**config.mk**
```make
export PLATFORM = sky130hd
export DESIGN_NAME = trace_capture_top
export DESIGN_NICKNAME = d
export VERILOG_FILES = /design/src/rtl/trace_pkg.sv /design/src/rtl/trace_ctrl_reg.sv /design/src/rtl/trace_seq_fsm.sv /design/src/rtl/trace_store.sv /design/src/rtl/trace_capture_top.sv
export SDC_FILE = /design/constraint.sdc
export NUM_CORES = 2
export LEC_CHECK = 0
export BUFFER_PORTS_ARGS = -buffer_cell sky130_fd_sc_hd__buf_2
export CORE_MARGIN = 2
export CORE_UTILIZATION = 25
export CTS_CLUSTER_DIAMETER = 40
export DETAILED_ROUTE_END_ITERATION = 6
export GPL_TIMING_DRIVEN = 0
export SYNTH_ARGS = -nofsm -noshare
export SYNTH_HDL_FRONTEND = slang
export SYNTH_SLANG_ARGS = --single-unit
```
**constraint.sdc**
```tcl
create_clock -name clk -period 11.83 [get_ports clk]
set_input_delay 3.549 -clock clk [delete_from_list [all_inputs] [get_ports clk]]
set_output_delay 3.549 -clock clk [all_outputs]
set_load 0.05 [all_outputs]
```
**src/rtl/trace_pkg.sv**
```systemverilog
package trace_pkg;

  typedef enum logic [1:0] {
    SQ_IDLE = 2'd0,
    SQ_CNT  = 2'd1,
    SQ_CNTX = 2'd2
  } sq_state_e;

  // Packed most significant first: bit 7 down to bit 0.
  typedef struct packed {
    logic cntx_mode;
    logic cnt_mode;
    logic en;
    logic mark;
    logic exec;
    logic irq;
    logic chof;
    logic kind;
  } ctl_t;

  localparam logic [7:0] CTL_MODE_MASK = 8'hDF;

endpackage

```
**src/rtl/trace_ctrl_reg.sv**
```systemverilog
module trace_ctrl_reg
  import trace_pkg::*;
#(
  parameter int LOCK_SETS = 5,
  localparam int LCW = $clog2(LOCK_SETS + 1)
) (
  input  logic        clk,
  input  logic        rst_n,
  input  logic        we,
  input  logic [7:0]  wdata,
  input  logic        set_tick,
  output ctl_t        ctl,
  output logic [15:0] rdata
);

  ctl_t           cur, nxt, wr;
  logic [LCW-1:0] lock_cnt;
  logic           lock_free;

  assign wr        = ctl_t'(wdata);
  assign lock_free = (lock_cnt == '0);

  always_comb begin
    nxt = cur;
    if (we) begin
      if (cur.en) begin
        nxt.en = wr.en;
      end else begin
        nxt    = wr;
        nxt.en = wr.en && lock_free;
      end
    end
  end

  always_ff @(posedge clk) begin
    if (!rst_n) begin
      cur      <= '0;
      lock_cnt <= '0;
    end else begin
      cur <= nxt;
      if (cur.en && !nxt.en)
        lock_cnt <= LCW'(LOCK_SETS);
      else if (set_tick && !lock_free)
        lock_cnt <= lock_cnt - LCW'(1);
    end
  end

  assign ctl   = cur;
  assign rdata = {8'h00, cur};


  mode_lock_chk: assert property (@(posedge clk) disable iff (!rst_n)
    $past(cur.en) |-> ((cur & CTL_MODE_MASK) == ($past(cur) & CTL_MODE_MASK)));


  relock_gap_chk: assert property (@(posedge clk) disable iff (!rst_n)
    $rose(cur.en) |-> ($past(lock_cnt) == '0));

endmodule

```
**src/rtl/trace_seq_fsm.sv**
```systemverilog
module trace_seq_fsm
  import trace_pkg::*;
#(
  parameter int DW = 32
) (
  input  logic          clk,
  input  logic          rst_n,
  input  logic          en,
  input  logic          exec_mode,
  input  logic          cnt_mode,
  input  logic          cntx_mode,
  input  logic          evt_valid,
  output logic          evt_ready,
  input  logic [DW-1:1] evt_addr,
  input  logic          evt_cond,
  input  logic [DW-2:0] evt_cnt,
  input  logic [DW-2:0] evt_cntx,
  output logic          ent_we,
  output logic [DW-1:0] ent_data
);

  sq_state_e     state, nstate;
  logic [DW-2:0] cnt_l, cntx_l;
  logic          x_l, tag_l;
  logic          take;

  assign evt_ready = (state == SQ_IDLE);
  assign take      = evt_valid && evt_ready && en;

  always_comb begin
    nstate   = state;
    ent_we   = 1'b0;
    ent_data = '0;
    unique case (state)
      SQ_IDLE: begin
        if (take) begin
          ent_we   = 1'b1;
          ent_data = {evt_addr, exec_mode ? evt_cond : 1'b0};
          if (cnt_mode)       nstate = SQ_CNT;
          else if (cntx_mode) nstate = SQ_CNTX;
        end
      end
      SQ_CNT: begin
        ent_we   = 1'b1;
        ent_data = {cnt_l, tag_l};
        nstate   = x_l ? SQ_CNTX : SQ_IDLE;
      end
      SQ_CNTX: begin
        ent_we   = 1'b1;
        ent_data = {cntx_l, tag_l};
        nstate   = SQ_IDLE;
      end
      default: nstate = SQ_IDLE;
    endcase
  end

  always_ff @(posedge clk) begin
    if (!rst_n) begin
      state  <= SQ_IDLE;
      cnt_l  <= '0;
      cntx_l <= '0;
      x_l    <= 1'b0;
      tag_l  <= 1'b0;
    end else begin
      state <= nstate;
      if (take) begin
        cnt_l  <= evt_cnt;
        cntx_l <= evt_cntx;
        x_l    <= cntx_mode;
        tag_l  <= exec_mode ? evt_cond : 1'b1;
      end
    end
  end


  busy_stall_chk: assert property (@(posedge clk) disable iff (!rst_n)
    (take && (cnt_mode || cntx_mode)) |=> (ent_we && !evt_ready));


  cnt_tag_chk: assert property (@(posedge clk) disable iff (!rst_n)
    (take && cnt_mode && !exec_mode) |=> (ent_data[0] && ent_data[DW-1:1] == $past(evt_cnt)));


  exec_tag_chk: assert property (@(posedge clk) disable iff (!rst_n)
    (take && exec_mode && (cnt_mode || cntx_mode)) |=> (ent_data[0] == $past(evt_cond)));

endmodule

```
**src/rtl/trace_store.sv**
```systemverilog
module trace_store #(
  parameter int DEPTH = 64,
  parameter int DW    = 32,
  localparam int AW   = $clog2(DEPTH)
) (
  input  logic          clk,
  input  logic          rst_n,
  input  logic          we,
  input  logic [DW-1:0] wdata,
  input  logic          rd_en,
  input  logic [AW-1:0] rd_idx,
  output logic [DW-1:0] rd_data,
  output logic          rd_valid,
  output logic [AW-1:0] wr_ptr,
  output logic          wrapped
);

  localparam logic [AW-1:0] LAST = AW'(DEPTH - 1);

  logic [DW-1:0] mem [DEPTH];
  logic          at_last;

  assign at_last = (wr_ptr == LAST);

  always_ff @(posedge clk) begin
    if (we) mem[wr_ptr] <= wdata;
    if (rd_en) rd_data <= mem[rd_idx];
  end

  always_ff @(posedge clk) begin
    if (!rst_n) begin
      wr_ptr   <= '0;
      wrapped  <= 1'b0;
      rd_valid <= 1'b0;
    end else begin
      rd_valid <= rd_en;
      if (we) begin
        wr_ptr <= at_last ? '0 : wr_ptr + AW'(1);
        if (at_last) wrapped <= 1'b1;
      end
    end
  end


  ptr_step_chk: assert property (@(posedge clk) disable iff (!rst_n)
    ($past(we) && $past(wr_ptr) != LAST) |-> (wr_ptr == $past(wr_ptr) + AW'(1)));


  ptr_hold_chk: assert property (@(posedge clk) disable iff (!rst_n)
    !$past(we) |-> $stable(wr_ptr));


  wrap_sticky_chk: assert property (@(posedge clk) disable iff (!rst_n)
    $past(wrapped) |-> wrapped);


  rd_latency_chk: assert property (@(posedge clk) disable iff (!rst_n)
    $past(rd_en) |-> rd_valid);

endmodule

```
**src/rtl/trace_capture_top.sv**
```systemverilog
module trace_capture_top
  import trace_pkg::*;
#(
  parameter int DEPTH     = 64,
  parameter int DW        = 32,
  parameter int LOCK_SETS = 5,
  localparam int AW       = $clog2(DEPTH)
) (
  input  logic          clk,
  input  logic          rst_n,
  input  logic          cfg_we,
  input  logic [7:0]    cfg_wdata,
  output logic [15:0]   cfg_rdata,
  input  logic          set_tick,
  input  logic          evt_valid,
  output logic          evt_ready,
  input  logic [DW-1:1] evt_addr,
  input  logic          evt_cond,
  input  logic [DW-2:0] evt_cnt,
  input  logic [DW-2:0] evt_cntx,
  input  logic          dbg_rd_en,
  input  logic [AW-1:0] dbg_rd_idx,
  output logic          dbg_rd_valid,
  output logic [DW-1:0] dbg_rd_data,
  output logic [AW-1:0] dbg_wr_ptr,
  output logic          dbg_wrapped
);

  ctl_t          ctl;
  logic          ent_we;
  logic [DW-1:0] ent_data;

  trace_ctrl_reg #(.LOCK_SETS(LOCK_SETS)) u_ctrl (
    .clk      (clk),
    .rst_n    (rst_n),
    .we       (cfg_we),
    .wdata    (cfg_wdata),
    .set_tick (set_tick),
    .ctl      (ctl),
    .rdata    (cfg_rdata)
  );

  trace_seq_fsm #(.DW(DW)) u_seq (
    .clk       (clk),
    .rst_n     (rst_n),
    .en        (ctl.en),
    .exec_mode (ctl.exec),
    .cnt_mode  (ctl.cnt_mode),
    .cntx_mode (ctl.cntx_mode),
    .evt_valid (evt_valid),
    .evt_ready (evt_ready),
    .evt_addr  (evt_addr),
    .evt_cond  (evt_cond),
    .evt_cnt   (evt_cnt),
    .evt_cntx  (evt_cntx),
    .ent_we    (ent_we),
    .ent_data  (ent_data)
  );

  trace_store #(.DEPTH(DEPTH), .DW(DW)) u_store (
    .clk      (clk),
    .rst_n    (rst_n),
    .we       (ent_we),
    .wdata    (ent_data),
    .rd_en    (dbg_rd_en),
    .rd_idx   (dbg_rd_idx),
    .rd_data  (dbg_rd_data),
    .rd_valid (dbg_rd_valid),
    .wr_ptr   (dbg_wr_ptr),
    .wrapped  (dbg_wrapped)
  );

endmodule

```
==> results.sh <==
export IMPL_max_stage_delay_ns=1.05
export IMPL_hold_viol=0
export IMPL_syn2layout_area_growth_pct=24.7
export IMPL_endpoint="u_store.rd_data[28]$_DFFE_PP_"
export IMPL_ys_warnings_count=0
export IMPL_die_area_sq_mm=0.335
export IMPL_syn_avg_cell_area_sq_um=21.2
export IMPL_leakage_nw=32.3
export IMPL_hold_class="reg -> reg"
export IMPL_clock_fmax_mhz=132
export IMPL_place_detailed_hpwl_microns=188000
export IMPL_antenna_found_initial=29
export IMPL_detailroute_via_count=46159
export IMPL_nets=4614
export IMPL_cts_root_buffer="clkbuf_16"
export IMPL_gp_congestion=0.869
export IMPL_rsz0062_at_grt="false"
export IMPL_endpoint_kind="flip-flop"
export IMPL_crit_path_start_kind="input port"
export IMPL_grt_max_degree=49
export IMPL_setup_viol=0
export IMPL_setup_ws_ns=4.24
export IMPL_synthesis_area_sq_mm=0.0826
export IMPL_dpl_cell_area_sq_mm=0.0922
export IMPL_clkTransAtPathRegs_ns=0.06
export IMPL_initial_core_util=0.252
export IMPL_numCtsBuffers=304
export IMPL_die_w_microns=579
export IMPL_ys_top_cells_by_area="edfxtp_1, mux4_2, dfxtp_1"
export IMPL_grt_overflow=0
export IMPL_ys_seq_elements=2165
export IMPL_power_density_mw_per_mm2=189
export IMPL_critPathMostFrequentCell="buf_2"
export IMPL_r2r_start="u_seq.state[1]$_SDFFE_PN0P_"
export IMPL_ios=171
export IMPL_post_synth_top_area_cell="edfxtp_1"
export IMPL_drv_slew=0
export IMPL_synth_edf_count=2080
export IMPL_critPathSlowestCell="clkbuf_1"
export IMPL_ant_nets=0
export IMPL_drt_iter0_markers=7175
export IMPL_clock_path_buffers=4
export IMPL_power_switching_w=0.00463
export IMPL_drive_above_1_share=0.324
export IMPL_seq_area_sq_mm=0.0642
export IMPL_min_period_over_period=0.641
export IMPL_max_cap_violations=0
export IMPL_min_delay_start="u_seq.cnt_l[2]$_SDFFE_PN0P_"
export IMPL_grt_use_total=0.161
export IMPL_setup_worst_path_start="dbg_rd_idx[2]"
export IMPL_status="complete, but fails checks"
export IMPL_power_w=0.0195
export IMPL_synth_distinct_cells=52
export IMPL_fin_worst_skew_ns=0.0889
export IMPL_violations="DRC"
export IMPL_finalSetupTns_ns=0
export IMPL_synth_cells=3899
export IMPL_ir_drop_v=0.000121
export IMPL_sw_frac_of_total=0.238
export IMPL_first_pass_iters=7
export IMPL_cts_tree="yes"
export IMPL_synth_ff_type="edfxtp_1"
export IMPL_dp_slack_ns=3.62
export IMPL_wl_microns=277000
export IMPL_nFillCells=31208
export IMPL_drc=2
export IMPL_fp_row_count=210
export IMPL_combPwrFrac=0.071
export IMPL_utilization=0.314
export IMPL_wl_per_cell_microns=30.3
export IMPL_arrival_ns=8.18
export IMPL_async_reset_ff_frac=0
export IMPL_cts_max_level=5
export IMPL_relSlewSlack=0.0551
export IMPL_clk_latency_ns=0.90
export IMPL_ys_seq_area_frac=0.777
export IMPL_path_max_fanout=11
export IMPL_cts_hold_buf=0
export IMPL_grt_pass1_vias=44732
export IMPL_cts_setup_buffers=0
export IMPL_r2r_setup_slack_ns=7.24
export IMPL_core_sq_mm=0.328
export IMPL_p_clk_frac=0.486
export IMPL_fin_area_sq_mm=0.103
export IMPL_port_buffers=157
export IMPL_die_h_microns=579
export IMPL_multi_input_area_sq_mm=0.0178
export IMPL_p_int_w=0.0148
export IMPL_yosysTopAreaCellShare=0.757
export IMPL_numClockSinks=2165
export IMPL_grt_pass1_wl_microns=374000
export IMPL_r2r_cells=8
export IMPL_p_seq_frac=0.443
export IMPL_worstPathCellList="buf_2 -> buf_4 -> buf_2 -> buf_2 -> clkbuf_1 -> a211oi_1 -> o22ai_1 -> and3_1"
export IMPL_worst_pin_slew_ns=1.42
export IMPL_r2r_end="u_store.mem[5][22]$_DFFE_PP_"
export IMPL_finalCriticalPeriod_ns=7.59
export IMPL_ctsResizeCount=0
export IMPL_path_class="in -> reg"
export IMPL_drt_vias_per_instance=5.06
export IMPL_crit_required_ns=12.42
cell usage after synthesis, drive strengths merged, types with 4 or more instances:
library cell,number
a221o,5
nand4,59
a211o,8
nor2,124
dfxtp,85
ha,7
inv,8
clkbuf,103
o21ai,25
or2,6
mux2,14
a21oi,75
nor2b,32
mux2i,52
nand3b,5
buf,144
nor3,4
o221ai,47
o22ai,60
edfxtp,2080
nand2,211
nand2b,9
a222oi,31
and3,27
a22oi,63
nand3,68
mux4,498
a211oi,21
placed cells by master, fill, tap and decap left out, drive strengths merged, types with 31 or more instances in the layout:
cell type / n
inv: 51
o22ai: 60
buf: 425
nor2: 124
dfxtp: 85
nor2b: 32
nand3: 68
a21oi: 75
a222oi: 31
mux4: 498
diode: 37
a22oi: 63
nand2: 211
clkinv: 92
bufinv: 41
mux2i: 52
o221ai: 47
edfxtp: 2080
nand4: 59
clkbuf: 450
cells by family after synthesis:
logic type / after synthesis / synth area share
flip-flops: 2165 / 0.777
buffers and inverters: 255 / 0.0163
adder cells (fa/ha/maj): 7 / 0.00106
multiplexers: 564 / 0.144
other: 1 / 0.0000454
AO/OA/AOI/OAI: 345 / 0.0295
XOR/XNOR: 4 / 0.000424
AND/OR/NAND/NOR: 558 / 0.0314
critical path, delay by kind of cell:
family,cells,cell delay [ns]
buf+inv,5,2.54
simple gates,1,0.59
compound gates,2,1.43
power by group through the flow:
stage	Combinational (W)	Sequential, W	Clock (W)
after floorplan	0.000622	0.00885	0
after detailed placement	0.00135	0.00879	0
final	0.00138	0.00863	0.00947
after global routing	0.00142	0.00864	0.00986
after CTS	0.00135	0.00863	0.00953
after global placement	0.00122	0.00883	0
sequential cells by signal (all words and copies together), names as in the netlist:
| register | flops |
|---|---|
| u_seq.cnt_l | 31 |
| u_ctrl.lock_cnt | 3 |
| u_store.mem | 2048 |
| u_seq.tag_l | 1 |
| u_store.rd_valid | 1 |
| u_seq.x_l | 1 |
| u_seq.state | 2 |
| u_store.rd_data | 32 |
| u_store.wrapped | 1 |
| u_ctrl.ctl | 8 |
| u_seq.cntx_l | 31 |
| u_store.wr_ptr | 6 |
per-layer routing:
metal | track usage | part of all wire | up-vias
met5 | 0 | 0.00031 | -
met4 | 0.0731 | 0.048 | 12
met3 | 0.0456 | 0.12 | 577
met2 | 0.248 | 0.45 | 3411
met1 | 0.211 | 0.38 | 24460
li1 | - | - | 17699
worst min-delay path by stage:
| stage | to | depth (start not counted) |
|---|---|---|
| after floorplan | u_seq.cntx_l[0]$_SDFFE_PN0P_ | 2 |
| after global placement | u_seq.x_l$_SDFFE_PN0P_ | 2 |
| after detailed placement | u_seq.cnt_l[21]$_SDFFE_PN0P_ | 2 |
| after CTS | u_seq.cnt_l[2]$_SDFFE_PN0P_ | 2 |
| after global routing | u_seq.cnt_l[11]$_SDFFE_PN0P_ | 2 |
| final | u_seq.cnt_l[2]$_SDFFE_PN0P_ | 2 |
metrics by stage:
stage	std cells	hold slack, ns
floorplan	3906	0.436
global placement	8409	0.446
detailed placement	8532	0.450
CTS	9085	0.457
global route	9110	0.473
finish	9123	0.457
layout make-up:
class	instances	area share
Sequential cell	2165	0.623
Multi-Input combinational cell	1486	0.173
Clock buffer	347	0.0777
Tap cell	4346	0.0528
Timing Repair Buffer	281	0.0336
Clock inverter	206	0.0256
Buffer	247	0.0128
Antenna cell	37	0.000900
Inverter	8	0.000292
Note: power is estimated with default switching activity, not from simulation.
